--- config.mk ---
export PLATFORM = sky130hd
export DESIGN_NAME = pwm_gen
export DESIGN_NICKNAME = d
export VERILOG_FILES = /design/src/rtl/pwm_pkg.sv /design/src/rtl/pwm_cfg_reg.sv /design/src/rtl/pwm_prescaler.sv /design/src/rtl/pwm_period.sv /design/src/rtl/pwm_gen.sv
export SDC_FILE = /design/constraint.sdc
export NUM_CORES = 1
export LEC_CHECK = 0
export BUFFER_PORTS_ARGS = -buffer_cell sky130_fd_sc_hd__buf_4
export CAP_MARGIN = 20
export CORE_MARGIN = 2
export CORE_UTILIZATION = 55
export DETAILED_ROUTE_END_ITERATION = 16
export PLACE_DENSITY = 0.9
export SKIP_CTS_REPAIR_TIMING = 1
export SLEW_MARGIN = 20
export SYNTH_ARGS = -nofsm -noshare
export SYNTH_HDL_FRONTEND = slang
export SYNTH_HIERARCHICAL = 1
export SYNTH_SLANG_ARGS = --single-unit
--- constraint.sdc ---
create_clock -name clk -period 4.48 [get_ports clk]
set_input_delay 0.448 -clock clk [delete_from_list [all_inputs] [get_ports clk]]
set_output_delay 0.448 -clock clk [all_outputs]
set_load 0.02 [all_outputs]
--- src/rtl/pwm_pkg.sv ---
package pwm_pkg;
    localparam int REG_W    = 32;
    localparam int DIV_W    = 13;
    localparam int WID_W    = 8;
    localparam int DIV_LSB  = 0;
    localparam int WID_LSB  = 16;
    localparam int FULL_BIT = 24;
    localparam int EN_BIT   = 31;

    typedef struct packed {
        logic             en;
        logic             full;
        logic [WID_W-1:0] width;
        logic [DIV_W-1:0] div;
    } pwm_cfg_t;

    function automatic pwm_cfg_t cfg_decode(input logic [REG_W-1:0] w);
        pwm_cfg_t c;
        c.en    = w[EN_BIT];
        c.full  = w[FULL_BIT];
        c.width = w[WID_LSB +: WID_W];
        c.div   = w[DIV_LSB +: DIV_W];
        return c;
    endfunction

    function automatic logic [REG_W-1:0] cfg_encode(input pwm_cfg_t c);
        logic [REG_W-1:0] w;
        w                     = '0;
        w[EN_BIT]             = c.en;
        w[FULL_BIT]           = c.full;
        w[WID_LSB +: WID_W]   = c.width;
        w[DIV_LSB +: DIV_W]   = c.div;
        return w;
    endfunction
endpackage

--- src/rtl/pwm_cfg_reg.sv ---
module pwm_cfg_reg
    import pwm_pkg::*;
(
    input  logic             clk,
    input  logic             rst,
    input  logic             wr_en,
    input  logic [REG_W-1:0] wr_data,
    output pwm_cfg_t         cfg,
    output logic             restart
);
    pwm_cfg_t cfg_q;

    always_ff @(posedge clk) begin
        if (rst)
            cfg_q <= '0;
        else if (wr_en)
            cfg_q <= cfg_decode(wr_data);
    end

    assign cfg     = cfg_q;
    assign restart = wr_en;
endmodule

--- src/rtl/pwm_prescaler.sv ---
module pwm_prescaler #(
    parameter int DW = 13
) (
    input  logic          clk,
    input  logic          rst,
    input  logic          clear,
    input  logic          run,
    input  logic [DW-1:0] div,
    output logic [DW-1:0] pre,
    output logic          tick
);
    logic [DW-1:0] pre_q;

    assign tick = run && (pre_q == div);

    always_ff @(posedge clk) begin
        if (rst || clear || !run)
            pre_q <= '0;
        else if (tick)
            pre_q <= '0;
        else
            pre_q <= pre_q + 1'b1;
    end

    assign pre = pre_q;
endmodule

--- src/rtl/pwm_period.sv ---
module pwm_period #(
    parameter int CW = 8
) (
    input  logic          clk,
    input  logic          rst,
    input  logic          clear,
    input  logic          run,
    input  logic          tick,
    input  logic          full,
    input  logic [CW-1:0] width,
    output logic [CW-1:0] cnt,
    output logic          out
);
    logic [CW-1:0] cnt_q;

    always_ff @(posedge clk) begin
        if (rst || clear || !run)
            cnt_q <= '0;
        else if (tick)
            cnt_q <= cnt_q + 1'b1;
    end

    assign cnt = cnt_q;
    assign out = run && (full || (cnt_q < width));
endmodule

--- src/rtl/pwm_gen.sv ---
module pwm_gen
    import pwm_pkg::*;
(
    input  logic             clk,
    input  logic             rst,
    input  logic             wr_en,
    input  logic [REG_W-1:0] wr_data,
    output logic [REG_W-1:0] rd_data,
    output logic             pwm_out
);
    pwm_cfg_t         cfg;
    logic             restart;
    logic             step;
    logic [DIV_W-1:0] pre_q;
    logic [WID_W-1:0] cnt_q;

    pwm_cfg_reg u_reg (
        .clk(clk), .rst(rst), .wr_en(wr_en), .wr_data(wr_data),
        .cfg(cfg), .restart(restart)
    );

    pwm_prescaler #(.DW(DIV_W)) u_pre (
        .clk(clk), .rst(rst), .clear(restart), .run(cfg.en),
        .div(cfg.div), .pre(pre_q), .tick(step)
    );

    pwm_period #(.CW(WID_W)) u_per (
        .clk(clk), .rst(rst), .clear(restart), .run(cfg.en), .tick(step),
        .full(cfg.full), .width(cfg.width), .cnt(cnt_q), .out(pwm_out)
    );

    assign rd_data = cfg_encode(cfg);
endmodule

==> flow_summary.yaml <==
run_status:
  run_status: "complete, no violations"
detailed_routing:
  viasPerCell: 5.13
  drt_first_pass_iters: 4
  drc: 0
  wl_per_cell_um: 12.6
  wl_um: 4050
  drt_iter0_drc: 99
  ant_nets: 0
  vias: 1653
place:
  pre_cts_slack_ns: 2.45
  place.gp.congestion: 0.848
  port_buffers: 49
  hpwl_um: 3010
synthesis:
  syn_area_um2: 2180
  synthMuxAreaShare_pct: 11.0
  synth_top_area_share_pct: 40.5
  synth.most_common_cell: "dfxtp_1"
  ys_types: 32
  ys_ff_latch: 44
  synthArstFlopShare_pct: 0
  yosysWarnings: 6
  ys.flop_type: "dfxtp_1"
  synth-xor-area-share_pct: 11.7
  ys_seq_area_share_pct: 40.5
  yosys-top-cells-count: "44 x dfxtp_1, 35 x nor2_1, 24 x mux2i_1, 24 x xnor2_1, 14 x nor3_1"
  syn_area_per_cell_um2: 9.63
  yosys.area_share.simple_pct: 18.7
  synth_top_family_by_area: "simple AND/OR/NAND/NOR gates"
  synth-edff-count: 0
  synth_area_leader_cell: "dfxtp_1"
  synth-compound-area-share_pct: 3.68
  synth_fa_ha_area_share_pct: 5.17
  synthTopCellsByArea: "dfxtp_1 40%, mux2i_1 11%, xnor2_1 9.7%, nor2_1 6.0%, ha_1 5.2%"
  synth_cells: 226
global_routing:
  grt_max_degree: 26
  gr-usage-all-layers_pct: 20.7
  grt_pass1_vias: 1526
  antenna_found_initial: 0
  grt_pass1_wl_um: 6830
  overflow: 0
pwr:
  irDropWorstVdd_mv: 0.198
  cellPowerDensity_nw_per_um2: 300
  power_uw: 772
  leakage_nw: 1.07
worst_setup_path:
  crit_fanout: 5
  path_depth: 6
  crit_buf_inv: 1
  cp.required_ns: 4.03
  crit_end: "pwm_out"
  rr_worst_depth: 7
  r2r-end: "u_per/cnt[7]"
  critPathSlowestCell: "dfxtp_1"
  crit_start: "u_per/cnt[2]"
  arrival_ns: 1.83
  crit_type: "flip-flop to output port"
  critPathMaxStageDelay_ns: 0.45
  crit_chain: "ha_1, o21a_1, o2111ai_1, o21ai_1, a31oi_1, buf_4"
  r2r_start: "u_pre/pre[10]"
  cp-start-kind: "flip-flop"
  crit_family: "compound AO/OA/AOI/OAI gates"
  cp-end-kind: "output port"
  r2r_slack_ns: 2.41
worst_hold_path:
  hold_class: "input pin to flip-flop"
  min_delay_path_depth: 3
die:
  rows: 22
  fp.coreArea_um2: 3740
  initial_utilization_pct: 58.2
  dieArea_um2: 4480
  die_width_um: 66.9
  io_pins: 68
  die_h_um: 66.9
clock_tree:
  clkTransAtPathRegs_ns: 0.07
  cts_buffers: 5
  cts.path.max_buffers: 2
  cts.sinks: 44
  htreeDepth: 2
  clock_latency_ns: 0.29
  root_buffer: "clkbuf_8"
  cts_tree: "yes"
timing:
  timing.final.crit_share_pct: 50.8
  period_minus_slack_ns: 2.28
  hold_viol: 0
  worst_slack_ns: 2.20
  skew_ns: 0.00339
  rsz0062_at_grt: "no"
  fin_setup_tns_ns: 0
  whs_ns: 0.389
  final_max_slew_viol_count: 0
  setup_viol: 0
  max_freq_ghz: 0.439
cells_and_area:
  syn2layout_area_growth_pct: 18.3
  antenna_cells: 0
  final_nets: 317
  fill_cells: 309
  drive_gt1_share_pct: 23.4
run:
  maxCapViolCount: 0
[kinds of logic after synthesis]
group / Yosys count
AOI/OAI and AO/OA: 12
adders and majority gates: 9
DFF: 44
muxes: 24
buffers and inverters: 29
and+or+nand+nor: 78
other: 1
xor gates and xnor gates: 29
[metrics by stage]
step / cells / util (%) / cell area (um^2)
after global placement: 314 / 66.4 / 2490
final: 322 / 68.8 / 2580
after floorplan: 234 / - / 2210
after global routing: 322 / 68.8 / 2580
after detailed placement: 314 / 66.4 / 2490
after CTS: 322 / 68.8 / 2580
[power breakdown]
group          internal (mW)  leakage [nW]  switching [mW]  total [mW]
combinational         0.0523         0.670          0.0582       0.111
sequential             0.404         0.359          0.0123       0.416
clock                  0.126        0.0455           0.120       0.246
[registers in the layout, indices dropped and copies added, names as in the netlist]
register   flops
u_per/cnt      8
u_pre/pre     13
u_reg/cfg     23
[worst min-delay path by stage]
stage | start | endpoint | slack, ns
floorplan | u_per/cnt[7] | u_per/cnt[7] | 0.46
global placement | u_per/cnt[7] | u_per/cnt[7] | 0.48
detailed placement | u_per/cnt[7] | u_per/cnt[7] | 0.49
CTS | wr_data[11] | u_reg/cfg[11] | 0.38
global route | wr_data[20] | u_reg/cfg[17] | 0.38
finish | wr_data[11] | u_reg/cfg[11] | 0.39
[layout by cell type (no fill, tap or decap), types with 9 or more instances in the layout]
master	n
buf_4	50
conb_1	9
dfxtp_1	44
ha_1	9
inv_1	11
mux2i_1	24
nand2_1	10
nor2_1	35
nor3_1	14
xnor2_1	24
[metal layers]
| layer | vias to the layer above | share of wire, % | track usage (%) |
|---|---|---|---|
| met2 | 55 | 44 | 31.8 |
| li1 | 837 | - | - |
| met4 | 0 | 1.6 | 10.2 |
| met5 | - | 0 | 0 |
| met3 | 4 | 6.4 | 5.24 |
| met1 | 757 | 47 | 26.9 |
[cell type report]
cell class	instances	area (um^2)	area share, %
clock buffer	8	90.1	3.50
multi-input combinational	161	1130	43.8
inverter	11	41.3	1.60
timing repair buffer	50	375	14.6
sequential	44	881	34.2
tap	48	60.1	2.33
[worst reg2reg max path: cells and delay by family, from the launching register on]
family,cells,cell delay [ns]
compound gates,1,0.14
flops,1,0.40
simple gates,4,1.02
xor+xnor,1,0.16
buf+inv,1,0.29
No activity file was read; power rests on OpenSTA's default activity.
